--- src/rtl/cfgkey_pkg.sv ---
package cfgkey_pkg;
  localparam int BYTE_W  = 8;
  localparam int WORD_W  = 16;
  localparam int OFF_W   = 6;
  localparam int WORDS   = 1 << OFF_W;

  typedef logic [WORDS-1:0][WORD_W-1:0] rom_image_t;

  typedef enum logic [1:0] {
    ST_IDLE = 2'd0,
    ST_KEY  = 2'd1,
    ST_CMD  = 2'd2,
    ST_LTD  = 2'd3
  } iso_state_t;

  localparam logic [1:0]        OP_SELECT_TOP = 2'b10;
  localparam logic [BYTE_W-1:0] OP_RESET      = 8'hC0;
  localparam logic [BYTE_W-1:0] OP_UNTAG      = 8'hD0;
  localparam logic [BYTE_W-1:0] OP_TAG        = 8'hD1;
  localparam logic [BYTE_W-1:0] OP_ACTIVATE   = 8'hFF;

  function automatic rom_image_t default_image();
    rom_image_t img;
    for (int i = 0; i < WORDS; i++) begin
      img[i] = WORD_W'(i * 16'h0101) ^ 16'hA5C3;
    end
    img[7] = 16'h6D50;
    img[8] = 16'h0007;
    return img;
  endfunction
endpackage

--- src/rtl/cfgkey_keymatch.sv ---
module cfgkey_keymatch
  import cfgkey_pkg::*;
#(
  parameter int               KEY_LEN = 255,
  parameter logic [BYTE_W-1:0] SEED   = 8'hFF,
  parameter logic [BYTE_W-1:0] TAPS   = 8'hCF
) (
  input  logic              clk,
  input  logic              rst_n,
  input  logic              restart,
  input  logic              advance,
  output logic [BYTE_W-1:0] expect_byte,
  output logic              at_last
);
  localparam int IDX_W = $clog2(KEY_LEN);

  logic [BYTE_W-1:0] exp_q, exp_n;
  logic [IDX_W-1:0]  idx_q, idx_n;
  logic [BYTE_W-1:0] stepped;

  always_comb begin
    stepped = {exp_q[BYTE_W-2:0], 1'b0} ^ (exp_q[BYTE_W-1] ? TAPS : '0);
  end

  assign at_last     = (idx_q == IDX_W'(KEY_LEN - 1));
  assign expect_byte = exp_q;

  always_comb begin
    exp_n = exp_q;
    idx_n = idx_q;
    if (restart) begin
      exp_n = SEED;
      idx_n = '0;
    end else if (advance) begin
      exp_n = stepped;
      idx_n = at_last ? '0 : idx_q + 1'b1;
    end
  end

  always_ff @(posedge clk or negedge rst_n) begin
    if (!rst_n) begin
      exp_q <= SEED;
      idx_q <= '0;
    end else if (restart || advance) begin
      exp_q <= exp_n;
      idx_q <= idx_n;
    end
  end

  p_key_index_r3: assert property (@(posedge clk) disable iff (!rst_n)
    idx_q < IDX_W'(KEY_LEN))
    else $error("key index left the key");
endmodule

--- src/rtl/cfgkey_romshift.sv ---
module cfgkey_romshift
  import cfgkey_pkg::*;
(
  input  logic              clk,
  input  logic              rst_n,
  input  logic              load,
  input  logic [WORD_W-1:0] word,
  input  logic              clear,
  input  logic              rd_stb,
  output logic              rd_bit
);
  localparam int CNT_W = $clog2(WORD_W + 1);

  logic [WORD_W-1:0] sh_q, sh_n;
  logic [CNT_W-1:0]  cnt_q, cnt_n;
  logic              bit_q, bit_n;
  logic              pending;

  assign pending = (cnt_q != '0);

  always_comb begin
    sh_n  = sh_q;
    cnt_n = cnt_q;
    bit_n = bit_q;
    if (rd_stb) begin
      bit_n = pending ? sh_q[WORD_W-1] : 1'b0;
      if (pending) begin
        sh_n  = {sh_q[WORD_W-2:0], 1'b0};
        cnt_n = cnt_q - 1'b1;
      end
    end
    if (clear) begin
      cnt_n = '0;
    end else if (load) begin
      sh_n  = word;
      cnt_n = CNT_W'(WORD_W);
    end
  end

  always_ff @(posedge clk or negedge rst_n) begin
    if (!rst_n) begin
      sh_q  <= '0;
      cnt_q <= '0;
      bit_q <= 1'b0;
    end else if (rd_stb || load || clear) begin
      sh_q  <= sh_n;
      cnt_q <= cnt_n;
      bit_q <= bit_n;
    end
  end

  assign rd_bit = bit_q;

  p_count_bound_r5: assert property (@(posedge clk) disable iff (!rst_n)
    cnt_q <= CNT_W'(WORD_W))
    else $error("bit counter above word width");

  p_idle_read_zero_r6: assert property (@(posedge clk) disable iff (!rst_n)
    (rd_stb && !pending) |=> !rd_bit)
    else $error("read with nothing pending returned 1");
endmodule

--- src/rtl/cfgkey_ctrl.sv ---
module cfgkey_ctrl
  import cfgkey_pkg::*;
#(
  parameter int               ADDR_W      = 10,
  parameter logic [ADDR_W-1:0] BASE_ORIGIN = 10'h200,
  parameter int               BASE_SHIFT  = 4,
  parameter int               FIELD_W     = 5
) (
  input  logic              clk,
  input  logic              rst_n,
  input  logic              wr_stb,
  input  logic [BYTE_W-1:0] wr_data,
  input  logic [BYTE_W-1:0] expect_byte,
  input  logic              key_last,
  input  logic [WORD_W-1:0] cfg_word,
  output logic              key_restart,
  output logic              key_advance,
  output logic              rom_load,
  output logic [OFF_W-1:0]  rom_off,
  output logic              rom_clear,
  output logic              io_enable,
  output logic [ADDR_W-1:0] io_base
);
  iso_state_t        state_q, state_n;
  logic              zero_q, zero_n;
  logic              tag_q, tag_n;
  logic              act_q, act_n;
  logic [ADDR_W-1:0] base_q, base_n;
  logic              is_zero;
  logic [ADDR_W-1:0] computed_base;

  assign is_zero       = (wr_data == '0);
  assign computed_base = BASE_ORIGIN +
                         (ADDR_W'(cfg_word[FIELD_W-1:0]) << BASE_SHIFT);
  assign rom_off       = wr_data[OFF_W-1:0];

  always_comb begin
    state_n     = state_q;
    zero_n      = zero_q;
    tag_n       = tag_q;
    act_n       = act_q;
    base_n      = base_q;
    key_restart = 1'b0;
    key_advance = 1'b0;
    rom_load    = 1'b0;
    rom_clear   = 1'b0;
    if (wr_stb) begin
      zero_n = is_zero;
      if (is_zero && zero_q) begin
        state_n     = ST_KEY;
        key_restart = 1'b1;
      end else begin
        unique case (state_q)
          ST_KEY: begin
            if (wr_data == expect_byte) begin
              key_advance = 1'b1;
              if (key_last) state_n = tag_q ? ST_LTD : ST_CMD;
            end else begin
              state_n = ST_IDLE;
            end
          end
          ST_CMD, ST_LTD: begin
            if (wr_data == OP_RESET) begin
              state_n   = ST_IDLE;
              tag_n     = 1'b0;
              act_n     = 1'b0;
              base_n    = '0;
              rom_clear = 1'b1;
            end else if (wr_data == OP_UNTAG) begin
              tag_n = 1'b0;
            end else if (state_q == ST_CMD) begin
              if (wr_data[BYTE_W-1 -: 2] == OP_SELECT_TOP) begin
                rom_load = 1'b1;
              end else if (wr_data == OP_TAG) begin
                tag_n = 1'b1;
              end else if (wr_data == OP_ACTIVATE) begin
                act_n   = 1'b1;
                base_n  = computed_base;
                state_n = ST_IDLE;
              end
            end
          end
          default: ;
        endcase
      end
    end
  end

  always_ff @(posedge clk or negedge rst_n) begin
    if (!rst_n) begin
      state_q <= ST_IDLE;
      zero_q  <= 1'b0;
      tag_q   <= 1'b0;
      act_q   <= 1'b0;
      base_q  <= '0;
    end else if (wr_stb) begin
      state_q <= state_n;
      zero_q  <= zero_n;
      tag_q   <= tag_n;
      act_q   <= act_n;
      base_q  <= base_n;
    end
  end

  assign io_enable = act_q;
  assign io_base   = base_q;

  p_activate_cause_r8: assert property (@(posedge clk) disable iff (!rst_n)
    $rose(io_enable) |-> $past(wr_stb && wr_data == OP_ACTIVATE))
    else $error("window enabled without activate write");

  p_reset_cause_r11: assert property (@(posedge clk) disable iff (!rst_n)
    $fell(io_enable) |-> $past(wr_stb && wr_data == OP_RESET))
    else $error("window disabled without reset write");

  p_restricted_entry_r9: assert property (@(posedge clk) disable iff (!rst_n)
    (state_q == ST_LTD && $past(state_q) != ST_LTD) |-> $past(tag_q))
    else $error("restricted state entered while untagged");
endmodule

--- src/rtl/cfgkey_isolator.sv ---
module cfgkey_isolator
  import cfgkey_pkg::*;
#(
  parameter int               KEY_LEN     = 255,
  parameter logic [BYTE_W-1:0] KEY_SEED   = 8'hFF,
  parameter logic [BYTE_W-1:0] KEY_TAPS   = 8'hCF,
  parameter int               CFG_OFF     = 8,
  parameter int               ADDR_W      = 10,
  parameter logic [ADDR_W-1:0] BASE_ORIGIN = 10'h200,
  parameter int               BASE_SHIFT  = 4,
  parameter int               FIELD_W     = 5,
  parameter rom_image_t       ROM_IMAGE   = default_image()
) (
  input  logic              clk,
  input  logic              rst_n,
  input  logic              wr_stb,
  input  logic [BYTE_W-1:0] wr_data,
  input  logic              rd_stb,
  output logic              rd_bit,
  output logic              io_enable,
  output logic [ADDR_W-1:0] io_base
);
  logic [BYTE_W-1:0] expect_byte;
  logic              key_last, key_restart, key_advance;
  logic              rom_load, rom_clear;
  logic [OFF_W-1:0]  rom_off;
  logic [WORD_W-1:0] sel_word;
  logic [WORD_W-1:0] cfg_word;

  assign sel_word = ROM_IMAGE[rom_off];
  assign cfg_word = ROM_IMAGE[CFG_OFF];

  cfgkey_keymatch #(
    .KEY_LEN (KEY_LEN),
    .SEED    (KEY_SEED),
    .TAPS    (KEY_TAPS)
  ) u_key (
    .clk         (clk),
    .rst_n       (rst_n),
    .restart     (key_restart),
    .advance     (key_advance),
    .expect_byte (expect_byte),
    .at_last     (key_last)
  );

  cfgkey_ctrl #(
    .ADDR_W      (ADDR_W),
    .BASE_ORIGIN (BASE_ORIGIN),
    .BASE_SHIFT  (BASE_SHIFT),
    .FIELD_W     (FIELD_W)
  ) u_ctrl (
    .clk         (clk),
    .rst_n       (rst_n),
    .wr_stb      (wr_stb),
    .wr_data     (wr_data),
    .expect_byte (expect_byte),
    .key_last    (key_last),
    .cfg_word    (cfg_word),
    .key_restart (key_restart),
    .key_advance (key_advance),
    .rom_load    (rom_load),
    .rom_off     (rom_off),
    .rom_clear   (rom_clear),
    .io_enable   (io_enable),
    .io_base     (io_base)
  );

  cfgkey_romshift u_shift (
    .clk    (clk),
    .rst_n  (rst_n),
    .load   (rom_load),
    .word   (sel_word),
    .clear  (rom_clear),
    .rd_stb (rd_stb),
    .rd_bit (rd_bit)
  );
endmodule

--- config.mk ---
export PLATFORM = sky130hd
export DESIGN_NAME = cfgkey_isolator
export DESIGN_NICKNAME = d
export VERILOG_FILES = /design/src/rtl/cfgkey_pkg.sv /design/src/rtl/cfgkey_keymatch.sv /design/src/rtl/cfgkey_romshift.sv /design/src/rtl/cfgkey_ctrl.sv /design/src/rtl/cfgkey_isolator.sv
export SDC_FILE = /design/constraint.sdc
export NUM_CORES = 1
export LEC_CHECK = 0
export BUFFER_PORTS_ARGS = -buffer_cell sky130_fd_sc_hd__buf_2
export CORE_MARGIN = 2
export CORE_UTILIZATION = 35
export CTS_BUF_LIST = sky130_fd_sc_hd__clkbuf_8 sky130_fd_sc_hd__clkbuf_16
export DETAILED_ROUTE_END_ITERATION = 7
export PLACE_DENSITY = 0.55
export SYNTH_ARGS = -nofsm -noshare
export SYNTH_HDL_FRONTEND = slang
export SYNTH_SLANG_ARGS = --single-unit
--- constraint.sdc ---
create_clock -name clk -period 2.3 [get_ports clk]
set_input_delay 0.46 -clock clk [delete_from_list [all_inputs] [get_ports clk]]
set_output_delay 0.46 -clock clk [all_outputs]
set_load 0.005 [all_outputs]
==> summary.md <==
| Metric | Value |
|---|---|
| Core box area | `about 7100 µm²` |
| Largest net degree at the start of global routing | `44` |
| Clock latency at the later pin of the worst-skew pair | `300 ps` |
| Detailed Route WL | `5.43 mm` |
| Asr flop ratio synth | `100%` |
| Die X | `about 89 µm` |
| R2R Path Start | `u_shift.cnt_q[0]` |
| Fin crit share | `around nine tenths` |
| Synth Register Bits | `43` |
| Total Routing Usage GR | `~15%` |
| CTS Buffer Depth | `2` |
| DP HPWL | `~3.8 mm` |
| Commonest cells after routing, fill and taps aside | `nand2_1 (37), dfrtp_1 (35), nor2_1 (28)` |
| Reg clk slew, reported paths | `roughly 90 ps` |
| TritonRoute pass-1 iters | `4` |
| Syn_area_per_cell | `8.62 µm²` |
| Die ar. | `~7900 µm²` |
| P&R area growth vs syn | `10.8%` |
| # nets final | `323` |
| Post-CTS Setup Inserts | `0` |
| Worst-Margin Slew | `around 700 ps` |
| FF-to-FF End | `u_shift.cnt_q[2]` |
| Cell family with most CP delay | `simple AND/OR/NAND/NOR gates` |
| CP Capture Type | `flop` |
| Minimum clock period | `~2000 ps` |
| Slew headroom | `54.2%` |
| Slowest-stage cell, CP | `or3b_2` |
| Sequential area share after synthesis | `a little over two fifths` |
| ANT nets after route | `0` |
| Drt via density | `between 5 and 6` |
| Die Y-Extent | `between 80 and 90 µm` |
| Crit path cell chain | `inv_1 > ha_1 > or3b_2 > o21a_1 > nand2_1 > xor2_1 > nor2_1` |
| Top FF cell, synth | `dfrtp_1` |
| CTS H-tree depth | `2` |
| Yosys warns | `0` |
| RSZ-0062 raised after global routing | `no` |
| DR DRC count | `0` |
| Fin. Hold Viols | `0` |
| Leak | `approximately 1.2 nW` |
| TritonCTS clock tree | `done` |
| Initial DRC Count | `83` |
| GRT overflow | `0` |
| Tot Pwr | `between 0.001 and 0.0015 W` |
| Post-synth EDFFs | `0` |
| WL per Instance | `approximately 13 µm` |
| Final setup violation count | `0` |
| Min-delay worst type | `in2async` |
| VDD IR max | `251 µV` |
| Critical path type | `reg2reg` |
| Sum of negative setup slack | `0 ps` |
| Commonest non-fill, non-tap cell in the layout | `nand2_1` |
| Row Count | `31` |
| Placed Area | `about 2700 µm²` |
| Max frequency | `roughly 490 MHz` |
| PnR worst setup slack | `268 ps` |
| Diode count | `0` |
| Cells on worst reg2reg path | `7` |
| DR vias | `about 2100` |
| Cts hold-fix bufs | `0` |
| Crit path buffers/inverters | `1` |
| Max_cap viols | `0` |
| Distinct cells, synth | `between 40 and 50` |
| Worst EP arrival | `~2200 ps` |
| Slew Viols, Final | `0` |
| Worst-path maximum fanout | `17` |
| Vias in the first global route | `~1900` |
| First-pass GRT wire length | `9.26 mm` |
| Top-Level Pins | `24` |
| Critical path launch point type | `flop` |
| Pwr per Cell Area | `between 400 and 500 nW/µm²` |
| Max Clock Skew | `between 4 and 5 ps` |
| CTS Sinks | `43` |
| Pre-CTS setup slack | `roughly 150 ps` |
| Routability cong. | `0.797` |
| Worst Path Required | `about 2500 ps` |
| Worst reg2reg setup slack | `between 200 and 300 ps` |
| CTS root buffer | `clkbuf_8` |
| Status | `completed` |
| Mapped Area | `2530 µm²` |
| CP max stage delay | `between 400 and 500 ps` |
| IO Port Bufs | `17` |
| Post-cts sizing count | `0` |
| Final core occ | `39.4%` |
| Syn Inst Count | `around 290` |
| Total CTS buffers | `5` |
| Initial core utilization | `a little over a third` |
| Initial antenna violation count | `0` |
| Layout cells sized above 1 | `approximately 18%` |
| Cell area after layout | `2810 µm²` |
==> registers in the layout, summed over array words and instances (netlist names) <==
signal             cells
u_shift.sh_q          16
u_key.expect_byte      8
u_key.idx_q            8
u_shift.cnt_q          5
u_ctrl.state_q         2
u_ctrl.io_base         1
u_ctrl.tag_q           1
u_ctrl.zero_q          1
u_shift.rd_bit         1
==> worst register-to-register path, delay by kind of cell, from the launching register on <==
kind | cells | cell delay (ps)
buf+inv | 1 | 70
compound gates | 1 | 410
xor+xnor | 1 | 160
fa+ha+maj | 1 | 150
simple gates | 3 | 720
flops | 1 | 420
==> kinds of logic after synthesis <==
family	synth area share (%)
AOI/OAI and AO/OA	15.6
xor gates and xnor gates	5.18
adders and majority gates	1.48
buffers and inverters	7.50
DFF	42.8
muxes	1.58
other	0.148
and+or+nand+nor	25.6
==> routing by layer <==
| metal | global-route usage [%] | part of all wire (%) | vias to the layer above |
|---|---|---|---|
| li1 | - | - | 1050 |
| met1 | 20.6 | 50 | 997 |
| met2 | 23.3 | 46 | 28 |
| met3 | 3.32 | 2.8 | 5 |
| met4 | 3.53 | 0.79 | 0 |
| met5 | 0 | 0 | - |
==> power by group <==
group | internal (W) | leakage (nW) | switching [W]
combinational | 0.0000292 | 0.614 | 0.0000604
clock | 0.000218 | 0.0408 | 0.000293
sequential | 0.000757 | 0.572 | 0.000000593
total | 0.00100 | 1.23 | 0.000354
==> synth_stat cells (2+ instances only) <==
cell      count  area share (%)
o41ai_1       2            0.69
o21ai_0      19             3.8
xor2_1       13             4.5
o31ai_1       2            0.59
buf_4        10             3.0
mux2i_1       4             1.6
xnor2_1       2            0.69
nand4_1       2            0.49
inv_1         9             1.3
nor4_1        3            0.74
clkbuf_1     12             1.8
dfrtp_1      35              35
ha_1          3             1.5
buf_2         5            0.99
o22a_1        2            0.69
o211ai_1      2            0.59
nor2b_1       2            0.49
nor3_1       15             3.0
or4_1         4             1.2
nor2_1       28             4.1
dfstp_2       8             8.3
a31oi_1      15             3.7
nor3_2        2            0.79
a21oi_1      16             3.2
or3_1         3            0.74
nand3_1      14             2.8
or3b_2        2            0.69
nand2_1      37             5.5
and3_1        4            0.99
==> metrics by stage <==
step           hold slack [ps]  std cells
2_1_floorplan              164        299
3_3_place_gp               463        400
3_5_place_dp               461        400
4_1_cts                    125        408
5_1_grt                    137        408
6_report                   121        408
==> worst max-delay path by stage <==
stage / end / start / slack [ps] / depth (start not counted)
global placement: u_key.idx_q[5] / wr_data[5] / 210 / 6
floorplan: u_key.expect_byte[7] / u_key.expect_byte[7] / 320 / 6
CTS: u_key.idx_q[2] / u_key.expect_byte[5] / 260 / 5
finish: u_shift.cnt_q[2] / u_shift.cnt_q[0] / 270 / 7
detailed placement: u_key.idx_q[5] / wr_data[5] / 150 / 6
global route: u_shift.cnt_q[2] / u_shift.cnt_q[0] / 120 / 7
==> final cells by class <==
cell class	count	area, µm²
fill	755	4330
multi-input combinational	219	1280
sequential	43	1090
timing repair buffer	30	195
tap	99	124
clock buffer	5	68.8
inverter	9	33.8
clock inverter	3	23.8
Note: power is estimated with default switching activity, not from simulation.
